[src/rtl/irq_pkg.sv]
package irq_pkg;

    localparam int NCORE = 4;

    localparam logic [15:0] VEC_HI = 16'h0008;
    localparam logic [15:0] VEC_LO = 16'h0018;

    typedef enum logic [1:0] {
        REG_FLAG = 2'd0,
        REG_MASK = 2'd1,
        REG_LVL  = 2'd2,
        REG_CTRL = 2'd3
    } reg_sel_e;

    typedef struct packed {
        logic prio_mode;
        logic gate_lo;
        logic gate_hi;
    } gate_t;

    function automatic logic [15:0] pick_vec(input logic hi, input logic lo);
        if (hi)
            return VEC_HI;
        else if (lo)
            return VEC_LO;
        else
            return 16'h0000;
    endfunction

endpackage

[src/rtl/irq_flag_bank.sv]
module irq_flag_bank #(
    parameter int W = 6
) (
    input  logic         clk,
    input  logic         rst,
    input  logic [W-1:0] evt,
    input  logic [W-1:0] clr,
    input  logic         mask_we,
    input  logic         lvl_we,
    input  logic [W-1:0] wdata,
    output logic [W-1:0] flag,
    output logic [W-1:0] mask,
    output logic [W-1:0] lvl
);

    for (genvar i = 0; i < W; i++) begin : g_src
        logic f_q, m_q, l_q;

        always_ff @(posedge clk) begin
            if (rst) begin
                f_q <= 1'b0;
                m_q <= 1'b0;
                l_q <= 1'b0;
            end else begin
                if (evt[i])
                    f_q <= 1'b1;
                else if (clr[i])
                    f_q <= 1'b0;
                if (mask_we)
                    m_q <= wdata[i];
                if (lvl_we)
                    l_q <= wdata[i];
            end
        end

        assign flag[i] = f_q;
        assign mask[i] = m_q;
        assign lvl[i]  = l_q;
    end

endmodule

[src/rtl/irq_gate_ctl.sv]
module irq_gate_ctl
    import irq_pkg::*;
(
    input  logic       clk,
    input  logic       rst,
    input  logic       ctrl_we,
    input  logic [2:0] wdata,
    input  logic       ack_hi,
    input  logic       ack_lo,
    input  logic       ret_hi,
    input  logic       ret_lo,
    output gate_t      gate
);

    gate_t g_q;

    always_ff @(posedge clk) begin
        if (rst) begin
            g_q <= '0;
        end else begin
            gate_t nxt;
            nxt = g_q;
            if (ctrl_we)
                nxt = gate_t'(wdata);
            if (ack_hi)
                nxt.gate_hi = 1'b0;
            if (ack_lo)
                nxt.gate_lo = 1'b0;
            if (ret_hi)
                nxt.gate_hi = 1'b1;
            if (ret_lo)
                nxt.gate_lo = 1'b1;
            g_q <= nxt;
        end
    end

    assign gate = g_q;

endmodule

[src/rtl/irq_arbiter.sv]
module irq_arbiter
    import irq_pkg::*;
#(
    parameter int W = 6
) (
    input  logic         clk,
    input  logic         rst,
    input  logic [W-1:0] flag,
    input  logic [W-1:0] mask,
    input  logic [W-1:0] lvl,
    input  gate_t        gate,
    output logic         req,
    output logic         low,
    output logic [15:0]  vec
);

    logic [W-1:0] pgrp;
    logic [W-1:0] act;
    logic         core_any, per_any, hi_any, lo_any;
    logic         hi_fire, lo_fire;

    for (genvar i = 0; i < W; i++) begin : g_grp
        assign pgrp[i] = (i >= NCORE);
    end

    assign act = flag & mask;

    always_comb begin
        core_any = |(act & ~pgrp);
        per_any  = |(act & pgrp);
        hi_any   = |(act & lvl);
        lo_any   = |(act & ~lvl);
        if (gate.prio_mode) begin
            hi_fire = gate.gate_hi & hi_any;
            lo_fire = gate.gate_hi & gate.gate_lo & lo_any & ~hi_fire;
        end else begin
            hi_fire = gate.gate_hi & (core_any | (gate.gate_lo & per_any));
            lo_fire = 1'b0;
        end
    end

    always_ff @(posedge clk) begin
        if (rst) begin
            req <= 1'b0;
            low <= 1'b0;
            vec <= 16'h0000;
        end else begin
            req <= hi_fire | lo_fire;
            low <= lo_fire;
            vec <= pick_vec(hi_fire, lo_fire);
        end
    end

endmodule

[src/rtl/irq_ctrl.sv]
module irq_ctrl
    import irq_pkg::*;
#(
    parameter int NPERIPH = 2,
    localparam int W = NCORE + NPERIPH
) (
    input  logic         clk,
    input  logic         rst,
    input  logic [W-1:0] evt,
    input  logic         wr_en,
    input  logic [1:0]   addr,
    input  logic [W-1:0] wr_data,
    output logic [W-1:0] rd_data,
    input  logic         irq_ack,
    input  logic         irq_ret,
    input  logic         ret_low,
    output logic         irq_req,
    output logic [15:0]  irq_vec
);

    logic [W-1:0] flag_q, mask_q, lvl_q, clr;
    gate_t        gate_q;
    logic         irq_low;
    logic         ack_fire;
    reg_sel_e     sel;

    assign sel      = reg_sel_e'(addr);
    assign clr      = (wr_en && sel == REG_FLAG) ? wr_data : '0;
    assign ack_fire = irq_ack & irq_req;

    irq_flag_bank #(.W(W)) u_bank (
        .clk     (clk),
        .rst     (rst),
        .evt     (evt),
        .clr     (clr),
        .mask_we (wr_en && sel == REG_MASK),
        .lvl_we  (wr_en && sel == REG_LVL),
        .wdata   (wr_data),
        .flag    (flag_q),
        .mask    (mask_q),
        .lvl     (lvl_q)
    );

    irq_gate_ctl u_gate (
        .clk     (clk),
        .rst     (rst),
        .ctrl_we (wr_en && sel == REG_CTRL),
        .wdata   (wr_data[2:0]),
        .ack_hi  (ack_fire & ~irq_low),
        .ack_lo  (ack_fire & irq_low),
        .ret_hi  (irq_ret & ~ret_low),
        .ret_lo  (irq_ret & ret_low),
        .gate    (gate_q)
    );

    irq_arbiter #(.W(W)) u_arb (
        .clk  (clk),
        .rst  (rst),
        .flag (flag_q),
        .mask (mask_q),
        .lvl  (lvl_q),
        .gate (gate_q),
        .req  (irq_req),
        .low  (irq_low),
        .vec  (irq_vec)
    );

    always_comb begin
        case (sel)
            REG_FLAG: rd_data = flag_q;
            REG_MASK: rd_data = mask_q;
            REG_LVL:  rd_data = lvl_q;
            default:  rd_data = W'(gate_q);
        endcase
    end

endmodule

[config.mk]
export PLATFORM = sky130hd
export DESIGN_NAME = irq_ctrl
export DESIGN_NICKNAME = d
export VERILOG_FILES = /design/src/rtl/irq_pkg.sv /design/src/rtl/irq_flag_bank.sv /design/src/rtl/irq_gate_ctl.sv /design/src/rtl/irq_arbiter.sv /design/src/rtl/irq_ctrl.sv
export SDC_FILE = /design/constraint.sdc
export NUM_CORES = 1
export LEC_CHECK = 0
export ABC_AREA = 1
export BUFFER_PORTS_ARGS = -buffer_cell sky130_fd_sc_hd__clkbuf_2
export CORE_ASPECT_RATIO = 1.75
export CORE_UTILIZATION = 40
export DETAILED_ROUTE_END_ITERATION = 12
export MAX_ROUTING_LAYER = met4
export PLACE_DENSITY = 0.7
export SETUP_SLACK_MARGIN = 0.1
export SYNTH_ARGS = -nofsm -noshare
export SYNTH_HDL_FRONTEND = slang
export SYNTH_HIERARCHICAL = 1
export SYNTH_SLANG_ARGS = --single-unit
[constraint.sdc]
create_clock -name clk -period 3.1 [get_ports clk]
set_input_delay 0.31 -clock clk [delete_from_list [all_inputs] [get_ports clk]]
set_output_delay 0.31 -clock clk [all_outputs]
set_load 0.02 [all_outputs]
Word level (Yosys, flattened, before mapping)
Index checks and enable logic that the tools add are counted.
Widths: inputs -> output; s select.
Word-level totals
  logic and storage cells: 89
  bits of input ports: 20
  memory bits (read-only): 0
  memories: 0
  register bits after elaboration: 28
  memory bits (writable): 0
  output and inout bits: 23
  latch bits: 0
Cells by class
  bitwise gates (word level): 20
  order comparisons: 0
  reductions and logical operators: 18
  equal/unequal tests: 3
  $add $sub $neg: 0
  shift-type cells: 0
  multiplexer cells: 23
  $mul: 0
  div/mod/pow operators: 0
Operators by type and width (number)
  $and 6x6->6: 3
  $mux 1: 18
  $pmux 6 s3: 1
  $reduce_bool 2->1: 6
  $reduce_or 6->1: 2
  $and 1x1->1: 11
  $mux 6: 1
  $not 6->6: 1
  $reduce_bool 3->1: 2
  $mux 5: 1
  $eq 2x2->1 const B: 2
  $logic_and 1x1->1: 4
  $mux 4: 1
  $reduce_or 2->1: 2
  $reduce_or 4->1: 1
  $not 1->1: 3
  $eq 2x1->1 const B: 1
  $logic_not 2->1: 1
  $mux 2: 1
  $or 1x1->1: 2

Longest topological paths before layout
  word-level depth: 9
  depth in mapped cells: 9
  mapped depth without buffers: 8

Cells and area by module
Netlist, hierarchy kept.
By module, submodules not included
  irq_flag_bank: seq. area each 360.3 µm², cells an instance 118, instances 1, area an instance 820.8 µm²
  irq_arbiter: seq. area each 60.1 µm², cells an instance 69, instances 1, area an instance 400.4 µm²
  irq_ctrl: seq. area each 0.0 µm², cells an instance 59, instances 1, area an instance 299.0 µm²
  irq_gate_ctl: seq. area each 60.1 µm², cells an instance 23, instances 1, area an instance 141.4 µm²

Worst setup path before layout
No wires, ideal clock.
  kind: input port to flip-flop
  from: input addr[1]
  to: register u_bank.g_src[0].l_q
  setup time: 113 ps
  path slack: 1886 ps
  stages: 7
  data required time: 2987 ps
  arrival time: 1101 ps
  path buffers: 2
  path through: buf_6 inv_4 nor3_1 buf_2 nand2_1 nand2_1 nor2_1
On the way
  word-level cells in the longest chain between the ends: 2
RTL lines
  start: declaration: line irq_ctrl.sv:11  | input logic [1:0] addr,
  $eq 2x2->1: line irq_ctrl.sv:37  | .lvl_we (wr_en && sel == REG_LVL),
  $logic_and 1x1->1: line irq_ctrl.sv:37
  end signal: assignment: line irq_flag_bank.sv:32  | l_q <= wdata[i];
  end: declaration: line irq_flag_bank.sv:17  | logic f_q, m_q, l_q;
No other way between the ends.
A chain may end at the register's enable or synchronous reset.

Worst setup path after layout
  from: input addr[0]
  to: output rd_data[4]
On the way
  word-level cells in the longest chain between the ends: 2
  elaborated cells between the ends (all ways): 4
  those cells by class: eq/ne: 2; mux: 1; reduce/logical: 1
RTL lines
  $eq 2x2->1 (tied with other cells): line irq_ctrl.sv:69  | case (sel)
  $pmux 6 s3 (*): line irq_ctrl.sv:69
  end: declaration: line irq_ctrl.sv:13  | output logic [W-1:0] rd_data,
Mark *: on every way between the ends. The rest lies on a longest branch, timed or not.

==> results.md <==
* Outcome: finished clean
* Ordered list of cells on the worst path: clkbuf_2 -> inv_6 -> nor2_2 -> nand2_1 -> nand3_1 -> clkbuf_2
* Clock network power share at 37.6%
* Fmax at 681 MHz
* Synth area leader: dfxtp_1
* WP data required at 2.79 ns
* Crit Path Max Fanout at 10
* Max stage delay on crit path at roughly 0.30 ns
* CP max-delay cell: clkbuf_2
* Pin count of the biggest net entering global routing at 15
* Cts hold-fix bufs at 0
* Via count at 1482
* Critical Path Source Type: input pin
* Share of post-route cells with drive strength above 1 at 16.5%
* H-tree depth at 1
* Largest cells by area after synthesis: dfxtp_1, buf_4, nand2_1
* Psw at 211 µW
* Worst Tran Pin Value at roughly 0.51 ns
* CP startpoint: addr[0]
* Maximum VDD drop at roughly 270 µV
* Kind of critical path: input pin to output port
* Clock skew at 0.00455 ns
* Number of global-route vias before repair at 1279
* Die width at 50.7 µm
* Multi-input logic area at approximately 740 µm²
* Crit-path most repeated cell: clkbuf_2
* DRT iter0 DRCs at just under 60
* Final wirelength at 3.43 mm
* Port buffer count at 28
* Mean Syn Cell Area at 6.18 µm²
* Placer congestion estimate at 0.988
* Post-synthesis sequential area ratio at 28.9%
* Drt pass-1 iters at 4
* GRT overflow at 0
* Per-cell routed wire length at 10.5 µm
* Post-Syn Area at 0.00166 mm²
* Initial antenna violation count at 0
* N_diodes at 0
* Hold violation total from the final report at 0
* Initial Utilization at 42.2%
* Final HPWL from detailed placement at 2.70 mm
* Hold Path End: u_bank/g_src[3].f_q
* GRT Overall Usage at approximately 18%
* Die Y-Extent at 87.3 µm
* Sink Count at 24
* Yosys cell types at 21
* Post-cts resize count at 0
* Seq pwr share at roughly 46%
* Synth Register Bits at 24
* Hold Path Class: input pin to flip-flop
* Pint at 539 µW
* Hold Crit Start: evt[3]
* Pwr Total at 750 µW
* Mapped Cells at around 270
* Relative slew slack at 65.4%
* Ys Warns at 6
* Remaining DRCs at 0
* TritonCTS buffer count at 3
* Reg clk slew, reported paths at roughly 0.09 ns
* Gate power share at 16.3%
* RSZ-0062 raised after global routing: false
* Worst skew pair latency at about 0.27 ns
* R2R cell count at 7
* Clk buf depth at 2
* Core area at 0.00394 mm²
* Max-Cap Viols at 0
* Worst Hold Path Cells at 3
* CTS tree: built
* CP endpoint kind: output port
* Site row count at 30
* Internal reg-to-reg setup slack at 2.03 ns
* TNS Setup at 0 ns
* Final min period at 1.47 ns
* Fill count at ~440
* Storage cell area at around 480 µm²
* Final-report setup violation count at 0
* Leak at 0.936 nW
* Worst r2r src: u_bank/g_src[1].f_q
* Nets at 299
* Top cell type's share of synthesized area at between 20 and 30%
* Final Max Slew Viols at 0
* Crit Reg-Reg Endpoint: u_arb/req
* Switching Share at 28.2%
* Final period util at 47.3%
* Arr. time, crit path at approximately 1.2 ns
* First-pass GRT wire length at roughly 5.6 mm
* Root buf cell: clkbuf_8
* Power Dens Cells at 440 mW/mm²
* ANT nets after route at 0
* Post-CTS Setup Bufs at 0
* Area delta synth->final at 2.64%
* Top-level port count at 43
* Full die area at roughly 0.0044 mm²
* Via density at 4.55
-- worst max-delay path by stage --
stage	to	slack, ns	cells after the start
after CTS	rd_data[3]	1.64	6
final	rd_data[4]	1.63	6
after global routing	rd_data[3]	1.55	6
after detailed placement	u_gate/gate[0]	1.54	7
after floorplan	u_bank/g_src[0].l_q	1.89	7
after global placement	u_gate/gate[0]	1.58	7
-- cells in the mapped netlist --
| master | count |
|---|---|
| conb_1 | 1 |
| buf_4 | 33 |
| nand3_1 | 26 |
| nor2_2 | 4 |
| buf_2 | 2 |
| nor2_1 | 36 |
| inv_6 | 1 |
| inv_4 | 1 |
| nor2_8 | 1 |
| nand3b_1 | 2 |
| nand2_2 | 2 |
| nor3_1 | 3 |
| a21oi_1 | 9 |
| o21ai_1 | 1 |
| nand2_4 | 1 |
| nand4_1 | 4 |
| inv_1 | 47 |
| dfxtp_1 | 24 |
| inv_2 | 2 |
| nand2_1 | 66 |
| buf_6 | 3 |
-- layout make-up --
type	count	share of cell area [%]
Clock inverter	1	1.76
Inverter	51	11.7
Timing Repair Buffer	30	9.10
Tap cell	48	3.52
Multi-Input combinational cell	169	43.4
Sequential cell	24	28.2
Clock buffer	3	2.42
-- power by group through the flow --
| stage | logic [mW] | clock network [mW] | registers (mW) |
|---|---|---|---|
| final | 0.122 | 0.282 | 0.346 |
| after global routing | 0.139 | 0.298 | 0.348 |
| after CTS | 0.123 | 0.287 | 0.346 |
| after detailed placement | 0.123 | 0 | 0.353 |
| after global placement | 0.121 | 0 | 0.353 |
| after floorplan | 0.129 | 0 | 0.340 |
-- sequential cells by signal, summed over array words and instances (netlist names) --
register and cells:
u_gate/gate 3, u_bank/g_src.m_q 6, u_bank/g_src.f_q 6, u_arb/vec 1, u_bank/g_src.l_q 6, u_arb/low 1
u_arb/req 1
-- per-stage QoR --
stage	worst slack [ns]	instances	hold slack [ns]	util [%]	cell area (µm²)
after floorplan	1.89	282	0.379	-	1710
after global placement	1.58	322	0.482	41.5	1630
after detailed placement	1.54	322	0.486	41.5	1630
after CTS	1.64	326	0.246	43.3	1710
after global routing	1.55	326	0.241	43.3	1710
final	1.63	326	0.247	43.3	1710
-- cell families (layout without fill, tap and decap cells) --
group	Yosys count	after routing	synth area share (%)
other cells	1	14	0.226
buf+inv	89	85	29.5
simple gates	145	145	38.3
compound gates	10	10	3.01
flops	24	24	28.9
-- cells in the final DEF (no fill, tap or decap), types with 2 or more instances in the layout --
cell type,synthesis,final
clkbuf_2,0,28
nor2_2,4,4
inv_2,2,2
clkbuf_8,0,3
nand3b_1,2,2
dfxtp_1,24,24
nor2_1,36,36
buf_4,33,2
nand2_2,2,2
conb_1,1,14
nand3_1,26,26
a21oi_1,9,9
inv_1,47,47
nand4_1,4,4
nor3_1,3,3
nand2_1,66,66
-- worst max-delay path: cells and delay by family --
kind	cells	cell delay, ns
buffers and inverters	3	0.54
AND/OR/NAND/NOR	3	0.31
-- per-layer routing --
metal | vias to the layer above | global-route usage [%] | share of wire, %
li1 | 774 | - | -
met2 | 50 | 30.7 | 51
met1 | 648 | 18.4 | 41
met3 | 10 | 2.27 | 4.3
met4 | 0 | 10.1 | 3.5
met5 | - | - | 0
Note: power is estimated with default switching activity, not from simulation.
